[config.mk]
export PLATFORM = sky130hd
export DESIGN_NAME = shreg_bank
export DESIGN_NICKNAME = d
export VERILOG_FILES = /design/src/rtl/shreg_pkg.sv /design/src/rtl/shreg_commit_ctrl.sv /design/src/rtl/shreg_freeze_map.sv /design/src/rtl/shreg_slot.sv /design/src/rtl/shreg_bank.sv
export SDC_FILE = /design/constraint.sdc
export NUM_CORES = 1
export LEC_CHECK = 0
export ABC_AREA = 0
export BUFFER_PORTS_ARGS = -buffer_cell sky130_fd_sc_hd__buf_4
export CORE_MARGIN = 1
export CORE_UTILIZATION = 35
export DETAILED_ROUTE_END_ITERATION = 12
export GPL_TIMING_DRIVEN = 0
export PLACE_DENSITY = 0.52
export SLEW_MARGIN = 15
export SYNTH_ARGS = -nofsm -noshare
export SYNTH_HDL_FRONTEND = slang
export SYNTH_SLANG_ARGS = --single-unit
[constraint.sdc]
create_clock -name clk -period 3.1 [get_ports clk]
set_input_delay 0.465 -clock clk [delete_from_list [all_inputs] [get_ports clk]]
set_output_delay 0.465 -clock clk [all_outputs]
set_load 0.02 [all_outputs]
[src/rtl/shreg_pkg.sv]
package shreg_pkg;
   typedef enum logic [1:0] {
      POL_VSYNC        = 2'd0,
      POL_RUN_FEND     = 2'd1,
      POL_RUN_ONLY     = 2'd2,
      POL_VSYNC1_FEND  = 2'd3
   } policy_e;

   localparam int unsigned NUM_SUB   = 5;
   localparam int unsigned WORD_W    = 32;
   localparam int unsigned FRZ_BITS  = 2 * WORD_W;

   localparam int unsigned A_CTRL    = 0;
   localparam int unsigned A_RUN     = 1;
   localparam int unsigned A_FRZ0    = 2;
   localparam int unsigned A_FRZ1    = 3;
   localparam int unsigned A_STATUS  = 4;
   localparam int unsigned A_STAGE   = 8;

   function automatic int unsigned frz_pos(input int unsigned k);
      case (k)
         0: frz_pos = 0;
         1: frz_pos = 15;
         2: frz_pos = 21;
         3: frz_pos = 24;
         4: frz_pos = 37;
         default: frz_pos = 0;
      endcase
   endfunction
endpackage

[src/rtl/shreg_commit_ctrl.sv]
module shreg_commit_ctrl
   import shreg_pkg::*;
(
   input  logic    clk,
   input  logic    rst_n,
   input  policy_e policy,
   input  logic    run_wr,
   input  logic    run_bit,
   input  logic    vsync,
   input  logic    frame_end,
   output logic    run,
   output logic    commit
);
   logic first_seen;
   logic start, flush, stop, sched;

   always_comb begin
      start = run_wr &  run_bit & ~run;
      flush = run_wr &  run_bit &  run;
      stop  = run_wr & ~run_bit;
      unique case (policy)
         POL_VSYNC:       sched = run & vsync;
         POL_RUN_FEND:    sched = start | (run & frame_end);
         POL_RUN_ONLY:    sched = start;
         POL_VSYNC1_FEND: sched = run & (first_seen ? frame_end : vsync);
         default:         sched = 1'b0;
      endcase
      commit = (flush | sched) & ~stop;
   end

   always_ff @(posedge clk or negedge rst_n) begin
      if (!rst_n) begin
         run        <= 1'b0;
         first_seen <= 1'b0;
      end else begin
         if (start)     run <= 1'b1;
         else if (stop) run <= 1'b0;
         if (start | stop)     first_seen <= 1'b0;
         else if (run & vsync) first_seen <= 1'b1;
      end
   end
endmodule

[src/rtl/shreg_freeze_map.sv]
module shreg_freeze_map
   import shreg_pkg::*;
(
   input  logic [WORD_W-1:0]  frz_lo,
   input  logic [WORD_W-1:0]  frz_hi,
   output logic [NUM_SUB-1:0] frozen
);
   for (genvar k = 0; k < NUM_SUB; k++) begin : g_map
      localparam int unsigned POS = frz_pos(k);
      localparam int unsigned WRD = POS / WORD_W;
      localparam int unsigned BIT = POS % WORD_W;
      if (POS >= FRZ_BITS) begin : g_bad
         $error("freeze position out of range");
      end
      if (WRD == 0) begin : g_lo
         assign frozen[k] = frz_lo[BIT];
      end else begin : g_hi
         assign frozen[k] = frz_hi[BIT];
      end
   end
endmodule

[src/rtl/shreg_slot.sv]
module shreg_slot #(
   parameter int unsigned DATA_W = 32
) (
   input  logic              clk,
   input  logic              rst_n,
   input  logic              wr,
   input  logic [DATA_W-1:0] wdata,
   input  logic              commit,
   input  logic              frozen,
   output logic [DATA_W-1:0] shadow,
   output logic [DATA_W-1:0] active,
   output logic              pending,
   output logic              updated
);
   logic take;
   assign take = commit & ~frozen;

   always_ff @(posedge clk or negedge rst_n) begin
      if (!rst_n) begin
         shadow  <= '0;
         active  <= '0;
         pending <= 1'b0;
         updated <= 1'b0;
      end else begin
         if (wr)   shadow <= wdata;
         if (take) active <= shadow;
         pending <= (pending & ~take) | wr;
         updated <= take & pending;
      end
   end
endmodule

[src/rtl/shreg_bank.sv]
module shreg_bank
   import shreg_pkg::*;
#(
   parameter int unsigned DATA_W    = 32,
   parameter int unsigned ADDR_W    = 4,
   parameter logic [63:0] FRZ_RESET = '1
) (
   input  logic                      clk,
   input  logic                      rst_n,
   input  logic                      bus_wr,
   input  logic [ADDR_W-1:0]         bus_addr,
   input  logic [31:0]               bus_wdata,
   output logic [31:0]               bus_rdata,
   input  logic                      vsync,
   input  logic                      frame_end,
   output logic [NUM_SUB*DATA_W-1:0] active_cfg,
   output logic [NUM_SUB-1:0]        updated
);
   if (DATA_W < 1 || DATA_W > WORD_W) begin : g_bad_w
      $error("DATA_W must be 1..32");
   end
   if (A_STAGE + NUM_SUB > (1 << ADDR_W)) begin : g_bad_a
      $error("ADDR_W too small for the stage window");
   end

   policy_e              pol_q;
   logic [WORD_W-1:0]    frz_lo, frz_hi;
   logic [NUM_SUB-1:0]   frozen, pending, sh_wr;
   logic [DATA_W-1:0]    shadow [NUM_SUB];
   logic                 run, commit, run_wr;

   assign run_wr = bus_wr && (bus_addr == ADDR_W'(A_RUN));

   always_ff @(posedge clk or negedge rst_n) begin
      if (!rst_n) begin
         pol_q  <= POL_VSYNC;
         frz_lo <= FRZ_RESET[31:0];
         frz_hi <= FRZ_RESET[63:32];
      end else if (bus_wr) begin
         if (bus_addr == ADDR_W'(A_CTRL)) pol_q  <= policy_e'(bus_wdata[1:0]);
         if (bus_addr == ADDR_W'(A_FRZ0)) frz_lo <= bus_wdata;
         if (bus_addr == ADDR_W'(A_FRZ1)) frz_hi <= bus_wdata;
      end
   end

   shreg_commit_ctrl u_ctrl (
      .clk(clk), .rst_n(rst_n), .policy(pol_q), .run_wr(run_wr),
      .run_bit(bus_wdata[0]), .vsync(vsync), .frame_end(frame_end),
      .run(run), .commit(commit)
   );

   shreg_freeze_map u_map (
      .frz_lo(frz_lo), .frz_hi(frz_hi), .frozen(frozen)
   );

   for (genvar k = 0; k < NUM_SUB; k++) begin : g_slot
      assign sh_wr[k] = bus_wr && (bus_addr == ADDR_W'(A_STAGE + k));
      shreg_slot #(.DATA_W(DATA_W)) u_slot (
         .clk(clk), .rst_n(rst_n), .wr(sh_wr[k]),
         .wdata(bus_wdata[DATA_W-1:0]), .commit(commit), .frozen(frozen[k]),
         .shadow(shadow[k]), .active(active_cfg[k*DATA_W +: DATA_W]),
         .pending(pending[k]), .updated(updated[k])
      );
   end

   always_comb begin
      bus_rdata = '0;
      if (bus_addr == ADDR_W'(A_CTRL))   bus_rdata = {30'd0, pol_q};
      if (bus_addr == ADDR_W'(A_RUN))    bus_rdata = {31'd0, run};
      if (bus_addr == ADDR_W'(A_FRZ0))   bus_rdata = frz_lo;
      if (bus_addr == ADDR_W'(A_FRZ1))   bus_rdata = frz_hi;
      if (bus_addr == ADDR_W'(A_STATUS)) bus_rdata = {31'd0, |pending};
      for (int k = 0; k < NUM_SUB; k++)
         if (bus_addr == ADDR_W'(A_STAGE + k)) bus_rdata = 32'(shadow[k]);
   end
endmodule

# == Yosys cells after proc, flatten, opt, wreduce, memory -nomap -nowiden ==
# Index checks and enable logic that the tools add are counted.
# word_totals
input_bits,41
elab_cells,111
reg_bits,398
output_inout_bits,197
# classes
eq_ne,12
n_reduce_logical,14
n_mux,16
bitwise_logic,44
# op_table
cell,count
$mux W32,9
$and A1 B1 Y1,23
$eq A4 B4 Y1 const B,5
$not A1 Y1,13
$eq A4 B2 Y1 const B,2
$or A1 B1 Y1,8
$logic_and A1 B1 Y1,6
$reduce_and A2 Y1,3
$mux W1,5
$reduce_or A5 Y1,1
$eq A2 B2 Y1 const B,2
$eq A4 B1 Y1 const B,1
$eq A4 B3 Y1 const B,1
$logic_not A4 Y1,1
$pmux W1 S4,1
$reduce_bool A2 Y1,2
$eq A2 B1 Y1 const B,1
$logic_not A2 Y1,1
$mux W2,1

# == Longest topological paths before layout ==
# Gate-level depths: netlist (run 1).
# depth
word_depth,12
depth_mapped,8
ltp_nobuf,5

# == Cells and area by module ==
# From an unflattened synthesis (run 1), not the netlist that was laid out.
# hier_totals
cells_unflattened,1187
hier_area_um2,17543.1
# by_module_without_submodules
module,seq_area_each_um2,cells_per_inst,area_each_um2,n_inst
shreg_slot,1651.6,142,2571.2,5
shreg_bank,1731.7,453,4490.6,1
shreg_commit_ctrl,50.0,19,158.9,1
shreg_freeze_map,0.0,5,37.5,1

# == Worst setup path before layout (run 1) ==
# Ideal clock, no wire load.
# synth_path
kind,input-to-output
startpoint,in bus_addr[1]
endpoint,out bus_rdata[11]
setup_slack_ns,0.776
required_time_ns,2.635
arrival_ns,1.859
path_stages,8
cell_sequence,clkbuf_1 > nand2b_1 > clkbuf_1 > clkbuf_1 > o22a_1 > o22ai_1 > o21ai_0 > nand2_1
# synth_between
elab_chain_len,9
elab_cells_between_ends,16
classes_between,eq/ne: 8; mux: 8
# synth_lines
element,line,text
"start, declared",shreg_bank.sv:11,"input logic [ADDR_W-1:0] bus_addr,"
$eq A4 B2 Y1,shreg_bank.sv:70,if (bus_addr == ADDR_W'(A_FRZ0)) bus_rdata = frz_lo;
$mux W32,shreg_bank.sv:70,
$mux W32,shreg_bank.sv:71,if (bus_addr == ADDR_W'(A_FRZ1)) bus_rdata = frz_hi;
$mux W32,shreg_bank.sv:72,"if (bus_addr == ADDR_W'(A_STATUS)) bus_rdata = {31'd0, |pending};"
$mux W32 (4 in a row),shreg_bank.sv:74,if (bus_addr == ADDR_W'(A_STAGE + k)) bus_rdata = 32'(shadow[k]);
$mux W32 *,shreg_bank.sv:74,
"end, declared",shreg_bank.sv:13,"output logic [31:0] bus_rdata,"
# Every way passes the cells marked *; elsewhere a longest branch is shown, timed or not.

# == Worst setup path after layout (run 1) ==
# layout_path
startpoint,in bus_addr[0]
endpoint,out bus_rdata[10]
# Same word-level chain as after synthesis.

==> impl_metrics.json, run 1 <==
{
  "synth_area_leader_cell": "dfrtp_1",
  "yosys.area.top_type_share_pct": 47.9,
  "drive_gt1_share_pct": 54.2,
  "drt-vias-per-instance": 4.94,
  "ir_drop_mv": 0.374,
  "clk_pin_slew_ns": 0.06,
  "slew_violations": 0,
  "top_usage_layer": "met2",
  "cts_sinks": 398,
  "hpwl_um": 34800,
  "yosys_warnings": 0,
  "tns_ns": 0,
  "crit_path_end_kind": "primary output",
  "grtUsageMet1_pct": 26.9,
  "die_height_um": 225,
  "post-route-period-util_pct": 95.9,
  "cts_tree": "built",
  "globalplace.congestion": 0.836,
  "cp_max_fo": 10,
  "row_count": 81,
  "leakage_nw": 10.0,
  "root_buffer": "clkbuf_16",
  "use_met3_pct": 5.46,
  "io_pins": 238,
  "syn_nets": 1228,
  "drt_iter0_drc": 558,
  "post_cts_buffers": 0,
  "synthCells": 1187,
  "finalHoldViolations": 0,
  "finClkSkew_ns": 0.0107,
  "power_mw": 20.8,
  "path_class": "in -> out",
  "ys_top_cells_by_area": "dfrtp_1 48%, mux2_2 16%, mux2_4 12%, dfstp_2 9.6%, mux2i_1 3.3%",
  "die-area_sq_um": 50800,
  "grt_pass1_wl_um": 76000,
  "stdcell_area_sq_um": 21700,
  "area_delta_synth_final_pct": 24.5,
  "drc": 0,
  "cap_violations": 0,
  "fmax_mhz": 336,
  "port_buffers": 234,
  "yosysUniqueCellTypes": 44,
  "routed_wl_um": 51000,
  "start_util_pct": 35.6,
  "arrival_ns": 2.51,
  "relSlewSlack_pct": 30.3,
  "worst_slew_pin_slew_ns": 1.05,
  "clockBufferDepth": 3,
  "powerDensity_nw_per_um2": 958,
  "netlist_area_sq_um": 17500,
  "synth_common_cells": "334 x dfrtp_1, 247 x mux2_2, 140 x mux2_4",
  "design.core.area_sq_um": 49100,
  "whs_ns": 0.192,
  "die_w_um": 225,
  "ys.flop_type": "dfrtp_1",
  "final_net_count": 1513,
  "n_fill_cell": 4577,
  "min_path_type": "in -> reg",
  "grt_max_degree": 83,
  "ys_seq_area_share_pct": 57.5,
  "clock_latency_ns": 0.57,
  "synthArstFlopShare_pct": 100,
  "cp-start-kind": "input pin",
  "drt_first_pass_iters": 4,
  "dpl_cell_area_sq_um": 20200,
  "ys_ff_latch": 398,
  "rsz0062_at_grt": "no",
  "ant_nets": 0,
  "grt_pass1_vias": 11400,
  "synth_area_per_cell_sq_um": 14.7,
  "outcome": "finished clean",
  "finalCriticalPeriod_ns": 2.97,
  "numCtsBuffers": 45,
  "crit_required_ns": 2.63,
  "vias": 10700,
  "use_met2_pct": 31.7,
  "wl_per_cell_um": 23.5,
  "synth_edf_count": 0,
  "antenna_found_initial": 3,
  "finalSetupViolCount": 0,
  "h-tree-depth": 2,
  "grt.overflow.total": 0,
  "gr-usage-all-layers_pct": 20.4,
  "yosysMostFrequentCell": "dfrtp_1"
}
-- where the power goes --
part | switching (mW) | internal, mW | leakage, nW
clock | 2.15 | 3.34 | 0.739
sequential | 1.22 | 7.08 | 4.80
combinational | 3.27 | 3.75 | 4.46
total | 6.64 | 14.2 | 10.0
-- layout make-up --
| class | count | area [sq um] | area share, % |
|---|---|---|---|
| sequential | 398 | 10000 | 46.2 |
| multi-input combinational | 704 | 6950 | 32.0 |
| timing repair buffer | 240 | 1910 | 8.80 |
| clock buffer | 75 | 1370 | 6.31 |
| tap | 664 | 831 | 3.82 |
| buffer | 75 | 450 | 2.07 |
| clock inverter | 8 | 144 | 0.662 |
| inverter | 8 | 30.0 | 0.138 |
| antenna | 1 | 2.50 | 0.0115 |
-- routing by layer --
metal | up-vias | part of all wire (%) | wire length (um)
met5 | - | 0.053 | 27
met4 | 4 | 3.6 | 1830
met1 | 5561 | 44 | 22600
li1 | 4822 | - | -
met2 | 250 | 46 | 23300
met3 | 92 | 6.3 | 3240
-- cells by family (layout without fill, tap and decap cells) --
kind of cell,after synthesis,after routing,synth area share [%]
XOR/XNOR,1,1,0.0502
AO/OA/AOI/OAI,120,120,4.99
other,0,1,0
flip-flops,398,398,57.5
AND/OR/NAND/NOR,137,137,3.30
buffers and inverters,85,406,2.72
multiplexers,446,446,31.4
-- cell usage in the layout, fill, tap and decap left out, drive strengths merged, types with 2 or more instances in the layout --
cell    netlist  final
a211oi        6      6
a21oi         6      6
a22oi         2      2
a31oi         2      2
and2          5      5
buf          45    283
bufinv        0      4
clkbuf       32    106
clkinv        0      3
dfrtp       334    334
dfstp        64     64
inv           8      9
mux2        387    387
mux2i        58     58
nand2        70     70
nand2b        4      4
nand3         4      4
nand4         2      2
nor2         45     45
o21ai        37     37
o22a         28     28
o22ai        31     31
-- flip-flops by register name (all words and copies together), names as in the netlist --
register               cells
u_ctrl.first_seen          1
g_slot.u_slot.updated      5
frz_hi                    32
g_slot.u_slot.pending      5
frz_lo                    32
u_ctrl.run                 1
pol_q                      2
g_slot.u_slot.shadow     160
g_slot.u_slot.active     160
-- final timing paths --
| kind | slack [ns] | from | to | cells past startpoint |
|---|---|---|---|---|
| max in group asynchronous | 1.66 | rst_n | frz_lo[25] | 4 |
| worst min register to register | 0.49 | g_slot[1].u_slot.pending | g_slot[1].u_slot.updated | 1 |
| min in group asynchronous | 0.39 | rst_n | g_slot[4].u_slot.active[6] | 2 |
| worst max-delay path | 0.13 | bus_addr[0] | bus_rdata[10] | 9 |
| worst min-delay path | 0.19 | bus_wdata[19] | g_slot[3].u_slot.shadow[19] | 2 |
| worst max register to register | 0.60 | pol_q[1] | g_slot[4].u_slot.active[18] | 6 |
-- per-stage QoR --
stage	std cells	utilization (%)	setup WS (ns)
6_report	2173	44.3	0.128
5_1_grt	2172	44.3	0.00372
4_1_cts	2173	44.3	0.00284
3_5_place_dp	2090	41.2	-0.403
3_3_place_gp	2085	40.9	-2.57
2_1_floorplan	1187	-	0.776
-- worst max-delay path, stage by stage --
cell      delay, ns
buf_4          0.12
buf_2          0.24
buf_2          0.38
clkbuf_1       0.55
nor2_1         0.09
o22ai_1        0.25
o21ai_0        0.17
nand2_1        0.09
buf_4          0.13
-- repair_timing --
item | 4_1_cts | 5_1_grt
hold endpoints to repair | 25 | 0
hold buffers | 1 | 0
gates resized for setup | 8 | 7
endpoints found under the setup margin | 22 | 21
(Power assumes the default switching activity.)
==> run 2: changes to the inputs <==
--- a/config.mk
+++ b/config.mk
@@ -9,9 +9,11 @@
 export BUFFER_PORTS_ARGS = -buffer_cell sky130_fd_sc_hd__buf_4
 export CORE_MARGIN = 1
 export CORE_UTILIZATION = 35
+export CTS_BUF_LIST = sky130_fd_sc_hd__clkbuf_2 sky130_fd_sc_hd__clkbuf_4 sky130_fd_sc_hd__clkbuf_8
 export DETAILED_ROUTE_END_ITERATION = 12
 export GPL_TIMING_DRIVEN = 0
 export PLACE_DENSITY = 0.52
+export SETUP_SLACK_MARGIN = 0.5
 export SLEW_MARGIN = 15
 export SYNTH_ARGS = -nofsm -noshare
 export SYNTH_HDL_FRONTEND = slang
==> run 2 against run 1 <==
Net effect:
- critical path type unchanged
- count of clock-buffer cells in the layout increased by 55
- clock power down 2%
- sequential share of layout area is 0.65 points lower
- maximum frequency up 16%
==> impl_metrics.json, run 2 (same netlist as run 1, synthesis figures left out) <==
{
  "min_to": "g_slot[2].u_slot.shadow[19]",
  "final_net_count": 1548,
  "drive_gt1_share_pct": 58.2,
  "vias": 11000,
  "worst_slew_pin_slew_ns": 1.07,
  "reg2regPathDepth": 6,
  "die-area_sq_um": 50800,
  "leakage_nw": 10.2,
  "cap_violations": 0,
  "crit_required_ns": 2.63,
  "cp_max_fo": 10,
  "cts_tree": "built",
  "min_from": "bus_wdata[19]",
  "path_class": "in -> out",
  "globalplace.congestion": 0.836,
  "fin_util_pct": 44.9,
  "wl_per_cell_um": 23.2,
  "drt_iter0_drc": 526,
  "drt-vias-per-instance": 4.92,
  "row_count": 81,
  "r2r-end": "g_slot[4].u_slot.active[18]",
  "grt.overflow.total": 0,
  "hpwl_um": 34800,
  "port_buffers": 234,
  "arrival_ns": 2.10,
  "area_delta_synth_final_pct": 26.3,
  "grt_pass1_vias": 11600,
  "min_path_type": "in -> reg",
  "root_buffer": "clkbuf_8",
  "clockBufferDepth": 3,
  "start_util_pct": 35.6,
  "numCtsBuffers": 73,
  "finalSetupViolCount": 0,
  "gr-usage-all-layers_pct": 20.7,
  "fmax_mhz": 390,
  "clk_pin_slew_ns": 0.06,
  "finalHoldViolations": 0,
  "design.core.area_sq_um": 49100,
  "grt_max_degree": 83,
  "cp-start-kind": "input pin",
  "layout_common_cells": "332 x dfrtp_1, 247 x mux2_2, 246 x buf_4",
  "finClkSkew_ns": 0.0136,
  "drt_first_pass_iters": 4,
  "antenna_found_initial": 4,
  "rrSetupSlack_ns": 0.62,
  "rsz0062_at_grt": "yes",
  "drc": 0,
  "cts_sinks": 398,
  "slew_violations": 0,
  "outcome": "finished clean",
  "worstSetupStartpoint": "bus_addr[1]",
  "largestRegisters": "g_slot.u_slot.active x160, g_slot.u_slot.shadow x160",
  "post-route-period-util_pct": 82.8,
  "die_w_um": 225,
  "ant_nets": 0,
  "relSlewSlack_pct": 28.6,
  "routed_wl_um": 51700,
  "crit_path_end_kind": "primary output",
  "mostFrequentLayoutCell": "dfrtp_1",
  "finalCriticalPeriod_ns": 2.57,
  "reg2reg_from": "pol_q[1]",
  "grt_pass1_wl_um": 76900,
  "ir_drop_mv": 0.428,
  "whs_path_depth": 2,
  "h-tree-depth": 3,
  "powerDensity_nw_per_um2": 945,
  "die_height_um": 225,
  "tns_ns": 0,
  "io_pins": 238,
  "clock_latency_ns": 0.63
}
-- run 2: layer usage --
| layer | vias to the layer above | part of all wire (%) | GRT usage (%) |
|---|---|---|---|
| met3 | 102 | 6.4 | 6.43 |
| li1 | 4902 | - | - |
| met4 | 4 | 3.6 | 8.54 |
| met5 | - | 0.052 | 0 |
| met1 | 5694 | 44 | 27.0 |
| met2 | 285 | 46 | 31.9 |
-- run 2: cell type report --
cell class,instances,area (sq um)
Sequential cell,398,10000
Clock buffer,130,1590
Timing Repair Buffer,245,1960
Buffer,77,571
Tap cell,664,831
Multi-Input combinational cell,704,6990
Inverter,8,30.0
Clock inverter,3,20.0
Fill cell,4588,27000
Antenna cell,2,5.00
-- run 2: what timing repair did --
action	CTS	global route
pin swaps	0	4
endpoints found under the setup margin	32	42
hold buffers	1	0
resized for setup	55	22
setup buffers	0	5
hold endpoints to repair	25	0
gates cloned	0	0
-- run 2: worst max-delay path, cell delays in order --
cell and delay, ns:
clkbuf_2 0.16, nor2_2 0.27, and3_1 0.20, clkbuf_1 0.27, clkbuf_4 0.35, nand2_1 0.10
nand2_1 0.12, buf_4 0.16
-- run 2: through the flow --
step	cell area (sq um)	hold slack [ns]	total power, mW	setup WS [ns]	std cells
detailed placement	20200	0.399	15.5	-0.403	2090
floorplan	17500	0.169	12.5	0.776	1187
global placement	20000	0.482	15.4	-2.57	2085
global route	22000	0.0891	21.9	0.495	2229
CTS	22000	0.0695	21.1	0.460	2224
finish	22000	0.133	20.8	0.533	2231
-- run 2: worst max-delay path by stage --
stage / endpoint / slack [ns] / depth (start not counted)
after floorplan: bus_rdata[11] / 0.78 / 8
after global placement: g_slot[2].u_slot.active[18] / -2.57 / 1
after detailed placement: bus_rdata[10] / -0.40 / 10
after CTS: bus_rdata[0] / 0.46 / 4
after global routing: bus_rdata[21] / 0.50 / 6
final: bus_rdata[26] / 0.53 / 8
-- run 2: where the power goes --
group          switching, mW  internal (mW)  total (mW)
clock network           2.21           3.19        5.40
logic                   3.29           3.81        7.10
registers               1.24           7.08        8.32
